### src/rtl/cpic_pkg.sv
// Shared definitions for the cascaded interrupt controller.
// Assumes an 8-bit vector number.
package cpic_pkg;
    localparam int VEC_W = 8;

    typedef enum logic [1:0] {
        OP_EOI  = 2'd0,
        OP_MASK = 2'd1,
        OP_BASE = 2'd2,
        OP_NONE = 2'd3
    } cpic_op_e;
endpackage

### src/rtl/cpic_prio.sv
// Fixed-priority encoder: the lowest set index wins.
// Assumes N >= 2. any_o is low and idx_o is 0 when no bit is set.
module cpic_prio #(
    parameter int N  = 8,
    localparam int IW = $clog2(N)
) (
    input  logic [N-1:0]  bits_i,
    output logic          any_o,
    output logic [IW-1:0] idx_o
);
    // scan from the top index down so that the lowest set index is kept
    always_comb begin
        any_o = 1'b0;
        idx_o = '0;
        for (int i = N - 1; i >= 0; i--) begin
            if (bits_i[i]) begin
                any_o = 1'b1;
                idx_o = IW'(i);
            end
        end
    end
endmodule

### src/rtl/cpic_unit.sv
// One N-line interrupt controller unit: edge capture, mask, in-service
// tracking, fixed priority and a programmable vector base. The cascade
// input is a level that is ORed into line CAS_LINE. ack_i must only be
// asserted while int_o is high.
module cpic_unit #(
    parameter int            N        = 8,
    parameter int            CAS_LINE = 2,
    parameter logic [7:0]    RST_BASE = 8'h08,
    localparam int           IW       = $clog2(N),
    localparam int           BW       = cpic_pkg::VEC_W - IW
) (
    input  logic                      clk,
    input  logic                      rst_n,
    input  logic [N-1:0]              req_i,
    input  logic                      cas_i,
    input  logic                      ack_i,
    input  logic                      eoi_i,
    input  logic                      mask_we_i,
    input  logic                      base_we_i,
    input  logic [cpic_pkg::VEC_W-1:0] wdata_i,
    output logic                      int_o,
    output logic [IW-1:0]             idx_o,
    output logic [cpic_pkg::VEC_W-1:0] vec_o
);
    localparam logic [N-1:0] CAS_BIT = N'(1) << CAS_LINE;

    logic [N-1:0]  prev_q, pend_q, mask_q, insvc_q;
    logic [BW-1:0] base_q;
    logic [N-1:0]  rise, pend_eff, cand, ack_clr, eoi_clr;
    logic          c_any, s_any;
    logic [IW-1:0] c_idx, s_idx;

    // per-line rising-edge detection
    for (genvar g = 0; g < N; g++) begin : g_edge
        assign rise[g] = req_i[g] & ~prev_q[g];
    end

    assign pend_eff = pend_q | (cas_i ? CAS_BIT : '0);
    assign cand     = pend_eff & ~mask_q;

    cpic_prio #(.N(N)) u_req_prio (.bits_i(cand),    .any_o(c_any), .idx_o(c_idx));
    cpic_prio #(.N(N)) u_svc_prio (.bits_i(insvc_q), .any_o(s_any), .idx_o(s_idx));

    // request goes out only if it outranks the highest line in service
    assign int_o   = c_any && (!s_any || (c_idx < s_idx));
    assign idx_o   = c_idx;
    assign vec_o   = {base_q, c_idx};
    assign ack_clr = ack_i ? (N'(1) << c_idx) : '0;
    assign eoi_clr = (eoi_i && s_any) ? (N'(1) << s_idx) : '0;

    // state update: edges, acknowledge, end-of-interrupt, register writes
    always_ff @(posedge clk) begin
        if (!rst_n) begin
            prev_q  <= '0;
            pend_q  <= '0;
            mask_q  <= '0;
            insvc_q <= '0;
            base_q  <= RST_BASE[cpic_pkg::VEC_W-1:IW];
        end else begin
            prev_q  <= req_i;
            pend_q  <= (pend_q & ~ack_clr) | rise;
            insvc_q <= (insvc_q | ack_clr) & ~eoi_clr;
            if (mask_we_i) mask_q <= wdata_i[N-1:0];
            if (base_we_i) base_q <= wdata_i[cpic_pkg::VEC_W-1:IW];
        end
    end
endmodule

### src/rtl/cascaded_irq_ctrl.sv
// Two cascaded interrupt controller units. The secondary's request feeds
// primary line CAS_LINE, and device line CAS_LINE is redirected to
// secondary line SHARE_LINE. Commands are decoded from wr_addr_i: bit 2
// selects the unit and bits 1:0 the operation.
module cascaded_irq_ctrl #(
    parameter int         N          = 8,
    parameter int         CAS_LINE   = 2,
    parameter int         SHARE_LINE = 1,
    parameter logic [7:0] PRI_BASE   = 8'h08,
    parameter logic [7:0] SEC_BASE   = 8'h70,
    localparam int        NL         = 2 * N,
    localparam int        IW         = $clog2(N)
) (
    input  logic        clk,
    input  logic        rst_n,
    input  logic [15:0] irq_i,
    input  logic        wr_en_i,
    input  logic [2:0]  wr_addr_i,
    input  logic [7:0]  wr_data_i,
    input  logic        ack_i,
    output logic        int_o,
    output logic        vec_valid_o,
    output logic [7:0]  vec_o
);
    import cpic_pkg::*;

    localparam logic [N-1:0] CAS_BIT   = N'(1) << CAS_LINE;
    localparam logic [N-1:0] SHARE_BIT = N'(1) << SHARE_LINE;

    logic [N-1:0]  pri_req, sec_req;
    logic          pri_int, sec_int, take, from_sec;
    logic [IW-1:0] pri_idx, sec_idx;
    logic [7:0]    pri_vec, sec_vec, vec_q;
    logic          valid_q;
    logic [1:0]    we_eoi, we_mask, we_base;
    cpic_op_e      op;

    assign pri_req = irq_i[N-1:0] & ~CAS_BIT;
    assign sec_req = irq_i[NL-1:N] | (irq_i[CAS_LINE] ? SHARE_BIT : '0);

    // command decode, one strobe per unit and operation
    always_comb begin
        op      = cpic_op_e'(wr_addr_i[1:0]);
        we_eoi  = '0;
        we_mask = '0;
        we_base = '0;
        if (wr_en_i) begin
            we_eoi [wr_addr_i[2]] = (op == OP_EOI);
            we_mask[wr_addr_i[2]] = (op == OP_MASK);
            we_base[wr_addr_i[2]] = (op == OP_BASE);
        end
    end

    assign take     = ack_i && pri_int;
    assign from_sec = (pri_idx == IW'(CAS_LINE));

    cpic_unit #(.N(N), .CAS_LINE(CAS_LINE), .RST_BASE(PRI_BASE)) u_pri (
        .clk(clk), .rst_n(rst_n), .req_i(pri_req), .cas_i(sec_int),
        .ack_i(take), .eoi_i(we_eoi[0]), .mask_we_i(we_mask[0]),
        .base_we_i(we_base[0]), .wdata_i(wr_data_i),
        .int_o(pri_int), .idx_o(pri_idx), .vec_o(pri_vec)
    );

    cpic_unit #(.N(N), .CAS_LINE(0), .RST_BASE(SEC_BASE)) u_sec (
        .clk(clk), .rst_n(rst_n), .req_i(sec_req), .cas_i(1'b0),
        .ack_i(take && from_sec), .eoi_i(we_eoi[1]), .mask_we_i(we_mask[1]),
        .base_we_i(we_base[1]), .wdata_i(wr_data_i),
        .int_o(sec_int), .idx_o(sec_idx), .vec_o(sec_vec)
    );

    // latch the vector of the winning unit on an accepted acknowledge
    always_ff @(posedge clk) begin
        if (!rst_n) begin
            vec_q   <= '0;
            valid_q <= 1'b0;
        end else begin
            valid_q <= take;
            if (take) vec_q <= from_sec ? sec_vec : pri_vec;
        end
    end

    assign int_o       = pri_int;
    assign vec_valid_o = valid_q;
    assign vec_o       = vec_q;

    logic unused_ok;
    assign unused_ok = ^sec_idx;
endmodule

### config.mk
export PLATFORM = sky130hd
export DESIGN_NAME = cascaded_irq_ctrl
export DESIGN_NICKNAME = d
export VERILOG_FILES = /design/src/rtl/cpic_pkg.sv /design/src/rtl/cpic_prio.sv /design/src/rtl/cpic_unit.sv /design/src/rtl/cascaded_irq_ctrl.sv
export SDC_FILE = /design/constraint.sdc
export NUM_CORES = 1
export LEC_CHECK = 0
export BUFFER_PORTS_ARGS = -buffer_cell sky130_fd_sc_hd__buf_2
export CORE_UTILIZATION = 58
export CTS_BUF_LIST = sky130_fd_sc_hd__clkbuf_16
export DETAILED_ROUTE_END_ITERATION = 10
export PLACE_DENSITY = 0.86
export SLEW_MARGIN = 20
export SYNTH_ARGS = -nofsm -noshare
export SYNTH_HDL_FRONTEND = slang
export SYNTH_SLANG_ARGS = --single-unit
### constraint.sdc
create_clock -name clk -period 5.37 [get_ports clk]
set_clock_uncertainty 0.1 [all_clocks]
set_input_delay 0.2685 -clock clk [delete_from_list [all_inputs] [get_ports clk]]
set_output_delay 0.2685 -clock clk [all_outputs]
set_load 0.01 [all_outputs]
==> metrics.cfg, run 1 <==
[status]
outcome = finished clean

[worst_setup_path]
crit_required_ps = 5460
arrival_ps = 5090
crit_type = register to register
endpoint_kind = register
critPathLaunchType = register
path_max_fanout = 15

[grt]
grt_overflow_total = 0
grt_max_degree = 45
grt_pass1_vias = 3084
antenna_found_initial = 0
track_usage = 0.2963
grt_pass1_wl_um = 14620

[layout]
post-route-util = 0.7023
area_growth_pct = 14.39
fin_area_um2 = 4257
antenna_cells = 0
fill_cells = 493
final_nets = 504
drive_gt1_frac = 0.1730

[logic_synthesis]
ys_ff_latch = 82
synth.mux.area_fraction = 0.04842
synth_xor_area_frac = 0
synth_edf_count = 0
synth_seq_area_share = 0.4412
synth_top_family_by_area = simple AND/OR/NAND/NOR gates
yosys-top-cells-area = dfxtp_1 44%, nand2_1 6.3%, nor2_1 5.7%
synth_adder_area_share = 0.01009
ys_types = 63
yosys.area_share.simple = 0.2438
synth.net_count = 464
syn_area_per_cell_um2 = 8.654
synth_top_area_cell = dfxtp_1
synth_compound_area_frac = 0.2199
yosysWarnings = 0
synth_area_um2 = 3721
synth_ff_type = dfxtp_1
async_flop_share = 0
yosysTopAreaCellShare = 0.4412
postSynthCellCount = 430

[floorplanning]
die-area_um2 = 6740
die_w_um = 82.10
num_io_pins = 41
rows = 28
core_um2 = 6061
dieHeight_um = 82.10
initial_core_util = 0.6140

[clocking]
cts_tree = built
numCtsBuffers = 9
cts.path.max_buffers = 2
clk_pin_slew_ps = 60
clkSinkCount = 82
cts-root-buf = clkbuf_16
htree_levels = 3
cts_setup_buffers = 0
clk_latency_ps = 340

[drt]
dr.pass1.iters = 5
vias_per_cell = 6.035
drtIter0Drc = 223
routed_wl_um = 9102
routedWlPerCell_um = 16.58
drcViolationCount = 0
ant_nets = 0
vias = 3313

[sta]
layout_worst_path_cycle_share = 0.9309
finalCriticalPeriod_ps = 4999
setup_violations = 0
relSlewSlack = 0.2644
rsz0062_at_grt = false
holdWs_ps = 30.00
hold_viol_final = 0
tns_ps = 0
fmax_ghz = 0.2000
worst_pin_slew_ps = 1099
drv_slew = 0

[place]
place_area_um2 = 3969
gp_congestion = 0.9449
port_buffers = 40
hpwl_um = 6626

[power]
p_leak_nw = 1.728
p_per_area_nw_per_um2 = 446.0
power_frac_clock = 0.303
pwr-share-comb = 0.320
share_seq_of_total_power = 0.378
peakVddDrop_mv = 0.3483
switching_share = 0.3398
internal-power_mw = 1.254
p_sw_mw = 0.6451

[run]
cap_violations = 0

[worst_hold_path]
hp-class = primary input to register

-- cells in the final DEF (no fill, tap or decap), types with 3 or more instances in the layout --
cell type,Yosys,layout
and2_1,4,4
nor2b_1,14,14
o22ai_1,10,10
clkbuf_16,0,9
inv_1,21,23
o211ai_1,3,3
ha_1,3,3
a311oi_2,3,3
o41ai_1,3,3
nand2_1,62,62
nor3_1,10,10
o21ai_0,16,16
o31ai_1,4,4
o21a_1,3,3
nand3_1,8,8
nor2_1,57,57
nor4_1,3,3
buf_2,1,40
o221a_2,7,7
a311oi_1,6,6
nand2b_1,16,16
mux2i_1,18,18
dfxtp_1,82,82
a21oi_1,19,19
-- worst max-delay path, stage by stage (launching register included) --
cell and delay (ps):
dfxtp_1 320, nor2b_1 180, a2111oi_4 400, nor2b_1 310, ha_1 210, nor2_1 50, a311oi_1 290, a311oi_2 110
a31oi_2 280, a21o_2 390, a21oi_2 130, ha_1 300, o21a_1 160, o21ai_0 330, a22oi_2 200, nor2_1 290
nand2_1 160, o311ai_0 480, o31ai_1 150
-- Yosys cell counts (2+ instances only) --
cell type and instances:
o211ai_1 3, o21ai_0 16, nor2b_1 14, a311oi_1 6, nor4_1 3, nand3_1 8, a21oi_2 2, ha_1 3
o21a_1 3, and2_1 4, nand2b_1 16, a21oi_1 19, a31oi_1 2, a211oi_1 2, o22ai_1 10, mux2i_1 18
a311oi_2 3, o31ai_1 4, nor2_1 57, inv_1 21, nand3b_1 2, and3_1 2, or2_2 2, o41ai_1 3
nor3_1 10, o221a_2 7, dfxtp_1 82, nand4_1 2, o211a_1 2, clkbuf_1 10, nand2_1 62
-- metrics by stage --
stage | power (mW) | setup slack, ps | cells
5_1_grt | 2.003 | 37.97 | 549
3_5_place_dp | 1.309 | 357.4 | 534
4_1_cts | 1.884 | 317.1 | 549
6_report | 1.899 | 371.0 | 549
3_3_place_gp | 1.295 | 613.9 | 534
2_1_floorplan | 1.169 | 1079 | 430
-- layer usage --
metal / vias to the layer above / GRT usage / share of wire
li1: 1611 / - / -
met1: 1560 / 0.3768 / 0.46
met2: 121 / 0.4826 / 0.46
met3: 21 / 0.07143 / 0.065
met4: 0 / 0.1175 / 0.020
met5: - / 0 / 0
-- power by group through the flow --
stage / Clock [mW] / Sequential [mW] / Combinational (mW)
6_report: 0.575 / 0.717 / 0.607
5_1_grt: 0.613 / 0.725 / 0.665
4_1_cts: 0.583 / 0.715 / 0.585
3_5_place_dp: 0 / 0.728 / 0.581
3_3_place_gp: 0 / 0.727 / 0.568
2_1_floorplan: 0 / 0.731 / 0.438
-- cells by family after synthesis --
group | Yosys count
AND/OR/NAND/NOR | 190
AO/OA/AOI/OAI | 103
flip-flops | 82
multiplexers | 18
adder cells (fa/ha/maj) | 3
buffers and inverters | 34
-- sequential cells by signal, indices dropped and copies added, names as in the netlist --
register and flops:
u_pri.insvc_q 8, u_sec.base_q 5, vec_o 8, vec_valid_o 1
u_pri.mask_q 8, u_sec.mask_q 8, u_sec.prev_q 8, u_pri.prev_q 7
u_pri.pend_q 8, u_sec.pend_q 8, u_sec.insvc_q 8, u_pri.base_q 5
-- timing repair --
action                                  in CTS  in global routing
resized for setup                            0                  1
endpoints found under the setup margin       0                  7
hold buffers                                 0                  0
-- worst paths after layout --
kind,slack (ps),depth (start not counted),start,end
max,370,18,u_sec.pend_q[0],u_sec.pend_q[1]
min,30,3,irq_i[1],u_pri.prev_q[1]
max reg2reg,370,18,u_sec.pend_q[0],u_sec.pend_q[1]
min reg2reg,310,1,u_sec.prev_q[2],u_sec.pend_q[2]
-- final cells by class --
cell class / instances / area (um^2) / area share
clock buffers: 9 / 225.2 / 0.05291
clock inverters: 6 / 51.30 / 0.01205
inverters: 22 / 82.58 / 0.01940
multi-input cells: 314 / 1954 / 0.4591
flip-flops and latches: 82 / 1642 / 0.3857
well taps: 75 / 93.84 / 0.02205
repair buffers: 41 / 207.7 / 0.04879
No activity file was read; power rests on OpenSTA's default activity.
==> run 2, diff against run 1 <==
Settings changed: ABC_AREA set to 1, CAP_MARGIN set to 30.
==> run 2 against run 1 <==
Against the previous run: sequential share of layout area fell by 0.81 points; non-clock buffer count did not move; critical path depth rose by 2; hold slack got worse by 8.8 ps; synthesized cell count rose by 26%; count of clock-buffer cells in the layout did not move; critical endpoint is now int_o; largest power group unchanged.
==> metrics.cfg, run 2 <==
[sta]
layout_worst_path_cycle_share = 0.8297
rsz0062_at_grt = false
hold_viol_final = 0
fmax_ghz = 0.2244
relSlewSlack = 0.4835
setup_violations = 0
drv_slew = 0
tns_ps = 0
worst_pin_slew_ps = 771.8
finalCriticalPeriod_ps = 4456
timing.final.ws_setup_ps = 914.5

[grt]
grt_overflow_total = 0
track_usage = 0.2625
antenna_found_initial = 0
grt_pass1_wl_um = 14370
grt_max_degree = 74
grt_pass1_vias = 3189

[layout]
final_cell_mix = 121 x nand2_1, 82 x dfxtp_1, 74 x inv_1
antenna_cells = 0
drive_gt1_frac = 0.1715
final_nets = 613
post-route-util = 0.6847
final_common_cell = nand2_1
area_growth_pct = 14.23

[floorplanning]
core_um2 = 6350
dieHeight_um = 83.01
rows = 29
die_w_um = 83.01
initial_core_util = 0.5994
num_io_pins = 41
die-area_um2 = 6891

[clocking]
cts.path.max_buffers = 2
cts_tree = built
htree_levels = 3
clk_pin_slew_ps = 60
clk_latency_ps = 340
clkSinkCount = 82
cts-root-buf = clkbuf_16
numCtsBuffers = 9
cts_setup_buffers = 0
cts_hold_buf = 0
cts_resized = 0

[worst_setup_path]
endpoint_kind = output pin
crit_type = register to output pin
crit_required_ps = 5000
critPathLaunchType = register
arrival_ps = 4090
path_max_fanout = 19

[place]
gp_congestion = 0.9679
port_buffers = 40
hpwl_um = 6452
dp_slack_ps = 1274

[logic_synthesis]
yosys-top-cells-area = dfxtp_1 43%, nand2_1 12%, inv_1 7.2%
synth_edf_count = 0
synth.most_common_cell = nand2_1
ys_ff_latch = 82
syn_area_per_cell_um2 = 7.035
ys_types = 34
postSynthCellCount = 541
synth_seq_area_share = 0.4313
async_flop_share = 0
synth.net_count = 575
yosysTopAreaCellShare = 0.4313
synth_top_area_cell = dfxtp_1
yosysWarnings = 0
synth_ff_type = dfxtp_1
synth_area_um2 = 3806
synth_common_cells = 121 x nand2_1, 82 x dfxtp_1, 73 x inv_1

[drt]
dr.pass1.iters = 5
routed_wl_um = 8800
routedWlPerCell_um = 13.33
vias_per_cell = 5.468
ant_nets = 0
drtIter0Drc = 359
vias = 3609
drcViolationCount = 0

[power]
p_per_area_nw_per_um2 = 396.7
peakVddDrop_mv = 0.2296
p_leak_nw = 2.077

[worst_hold_path]
hp-class = primary input to register

[status]
outcome = finished clean

[run]
cap_violations = 0

-- run 2: critical path, stage by stage (launching register included) --
cell	delay, ps
dfxtp_1	350
inv_2	40
o21ai_1	150
nor2_1	70
nor3_1	340
ha_1	200
inv_1	50
o21bai_1	130
inv_1	50
nand2_1	60
nand2_1	50
nand2_1	60
nand2_1	60
nand2_2	90
nand3_1	80
nor2_1	590
ha_1	370
a21oi_1	160
nand2_2	100
a21boi_4	500
buf_2	240
-- run 2: final cells by class --
type | instances | area (um^2)
fillers | 521 | 2002
multi-input cells | 364 | 1788
flip-flops and latches | 82 | 1642
inverters | 81 | 305.3
clock buffers | 9 | 225.2
repair buffers | 41 | 207.7
well taps | 77 | 96.34
clock inverters | 6 | 83.83
-- run 2: cell families (layout without fill, tap and decap cells) --
| family | count (synthesis) | in the layout | share of synthesized area |
|---|---|---|---|
| simple gates | 273 | 273 | 0.3245 |
| flops | 82 | 82 | 0.4313 |
| buf+inv | 95 | 137 | 0.09894 |
| fa+ha+maj | 3 | 3 | 0.009863 |
| compound gates | 88 | 88 | 0.1354 |
-- run 2: power breakdown --
group          leakage (nW)  internal (mW)  switching [mW]
Sequential            0.673          0.656          0.0254
Clock                 0.150          0.402           0.234
Combinational          1.25          0.130           0.279
Total                  2.08           1.19           0.538
-- run 2: final timing paths --
kind	depth (start not counted)	endpoint	startpoint	slack, ps
max	20	int_o	u_sec.pend_q[7]	910
min	3	u_pri.prev_q[5]	irq_i[5]	20
max reg2reg	21	u_pri.insvc_q[1]	u_sec.pend_q[7]	1160
min reg2reg	2	u_sec.mask_q[5]	u_sec.mask_q[5]	350
-- run 2: metrics by stage --
stage               hold slack (ps)  total power [mW]  area, um^2  instances
finish                        21.20             1.725        4348        660
global route                  36.18             1.800        4348        660
CTS                           20.00             1.724        4348        660
detailed placement            342.5             1.091        4039        645
global placement              336.2             1.078        4039        645
floorplan                     272.8             1.007        3806        541
-- run 2: routing by layer --
layer  GRT usage  wire [um]  part of all wire
met2      0.4136       3994              0.45
met5           0          0                 0
met3     0.04175        642             0.073
met4      0.1426        312             0.035
met1      0.3452       3850              0.44
==> run 3, diff against run 2 <==
Settings changed: ABC_AREA 1 to 0, CORE_UTILIZATION 58 to 52, PLACE_DENSITY 0.86 to 0.82.
Clock period 5.37 ns to 3.6 ns, I/O delays scaled along.
==> run 3 against run 2 <==
Against the previous run: the flow now finishes with violations (negative setup slack); hold slack gained 12 ps; sequential share of layout area fell by 7.6 points; critical path type is now register to register; largest cell class unchanged; die area up 8.8%; wire length up 68%; sequential power rose by 59%; setup slack got worse by 1700 ps; flip-flop and latch count unchanged.
==> metrics.cfg, run 3 (same netlist as run 1, synthesis figures left out) <==
[floorplanning]
rows = 30
num_io_pins = 41
die_w_um = 86.59
dieHeight_um = 86.59
core_um2 = 6869
die-area_um2 = 7498
initial_core_util = 0.5417

[worst_setup_path]
cp_slowest_stage_delay_ps = 360
arrival_ps = 4480
endpoint_kind = register
r2r-end = u_sec.pend_q[2]
crit_type = register to register
crit_required_ps = 3710
r2r.worst_path.cells = 21
worstReg2RegStart = u_sec.pend_q[3]
critPathLaunchType = register
path_cells = nor2b_4 > a2111oi_4 > nor2b_4 > ha_4 > nor2_4 > a311oi_2 > a311oi_2 > nor2_2 > buf_4 > a21oi_4 > nor2_1 > ha_1 > a21oi_2 > and3_1 > a22oi_2 > buf_4 > nor2_4 > nand3b_4 > buf_6 > o211ai_1 > o21ai_1
r2r_slack_ps = -770
critPathSlowestCell = a2111oi_4
path_max_fanout = 4

[drt]
vias_per_cell = 6.454
routedWlPerCell_um = 22.26
dr.pass1.iters = 5
drcViolationCount = 0
vias = 4279
ant_nets = 0
drtIter0Drc = 500
routed_wl_um = 14760

[run]
cap_violations = 0

[power]
pwr-share-comb = 0.473
power_frac_clock = 0.243
peakVddDrop_mv = 0.4746
p_per_area_nw_per_um2 = 701.1
p_sw_mw = 1.463
switching_share = 0.3826
p_leak_nw = 2.273
finalPower_mw = 3.823
share_seq_of_total_power = 0.284
internal-power_mw = 2.360

[clocking]
htree_levels = 3
clkSinkCount = 82
cts-root-buf = clkbuf_16
clk_latency_ps = 340
numCtsBuffers = 9
cts_tree = built
clk_pin_slew_ps = 70
cts.path.max_buffers = 2

[sta]
fmax_ghz = 0.2289
tns_ps = -25500
finalCriticalPeriod_ps = 4369
worst_pin_slew_ps = 1051
timing.final.ws_setup_ps = -768.8
relSlewSlack = 0.2933
layout_worst_path_cycle_share = 1.214
drv_slew = 0
rsz0062_at_grt = true
setup_violations = 42
hold_viol_final = 0
holdWs_ps = 32.77

[grt]
grt_overflow_total = 0
grt_pass1_vias = 3992
antenna_found_initial = 0
track_usage = 0.3479
grt_pass1_wl_um = 19850
grt_max_degree = 45

[layout]
final_common_cell = dfxtp_1
final_nets = 596
multi_input_area_um2 = 2300
fill_cells = 338
regArea_um2 = 1647
post-route-util = 0.7938
drive_gt1_frac = 0.3686
fin_area_um2 = 5453
final_cell_mix = 78 x dfxtp_1, 63 x buf_4, 60 x nand2_1
antenna_cells = 0
area_growth_pct = 46.54

[worst_hold_path]
min_to = u_sec.mask_q[1]
hold_depth = 3
hp-class = primary input to register
min_from = wr_data_i[1]

[place]
gp_congestion = 0.9165
place_area_um2 = 4418
hpwl_um = 7124
port_buffers = 40

[status]
violations = negative setup slack
outcome = finished with violations

run 3: cell types whose count changed in the layout (fill, tap and decap cells not counted), sizes merged, moves of 16 or more:
cell / change
buf: +74
nand2: -69
inv: -58
nand3: -42
a21oi: -18
dlygate4sd3: +18
mux2i: +18
nand2b: +16
o21ai: -16
run 3: how the worst max path moves through the flow:
stage | start | endpoint | slack [ps] | cells after the start
2_1_floorplan | u_sec.pend_q[3] | vec_o[6] | -360 | 19
3_3_place_gp | u_sec.pend_q[3] | u_sec.insvc_q[5] | -340 | 18
3_5_place_dp | u_sec.mask_q[3] | vec_o[3] | -500 | 19
4_1_cts | u_sec.pend_q[0] | vec_o[6] | -500 | 20
5_1_grt | u_sec.pend_q[3] | vec_o[2] | -870 | 20
6_report | u_sec.pend_q[3] | u_sec.pend_q[2] | -770 | 21
run 3: what timing repair did:
item | 4_1_cts | 5_1_grt
gates cloned | 0 | 0
hold endpoints to repair | 19 | 0
gates resized for setup | 44 | 42
hold buffers | 18 | 0
pin swaps | 32 | 34
setup buffers | 15 | 11
endpoints found under the setup margin | 42 | 42
run 3: per-stage QoR:
step           setup WS [ps]  std cells
2_1_floorplan         -361.2        430
3_3_place_gp          -344.9        606
3_5_place_dp          -498.5        606
4_1_cts               -499.9        653
5_1_grt               -867.3        663
6_report              -768.8        663
run 3: layer usage:
metal / GRT usage / vias to the layer above / routed length, um
met3: 0.09619 / 133 / 1654
met2: 0.5678 / 394 / 6648
met5: 0 / - / 0
li1: - / 1806 / -
met1: 0.4178 / 1946 / 5335
met4: 0.1848 / 0 / 1119
run 3: layout make-up:
| type | count | area share |
|---|---|---|
| timing repair buffer | 133 | 0.1852 |
| clock inverter | 7 | 0.01262 |
| sequential | 82 | 0.3020 |
| inverter | 22 | 0.01514 |
| multi-input combinational | 314 | 0.4218 |
| clock buffer | 9 | 0.04130 |
| tap | 96 | 0.02203 |
run 3: power by group through the flow:
stage | sequential (mW) | clock (mW) | combinational (mW)
after floorplan | 1.09 | 0 | 0.673
after detailed placement | 1.09 | 0 | 1.13
after global routing | 1.09 | 0.959 | 1.87
after global placement | 1.08 | 0 | 1.09
after CTS | 1.07 | 0.921 | 1.43
final | 1.08 | 0.930 | 1.81
run 3: critical path: cells and delay by family, from the launching register on:
family                     cells  cell delay [ps]
AOI/OAI and AO/OA              8             1580
adders and majority gates      2              550
buffers and inverters          3              490
DFF                            1              330
and+or+nand+nor                8             1160
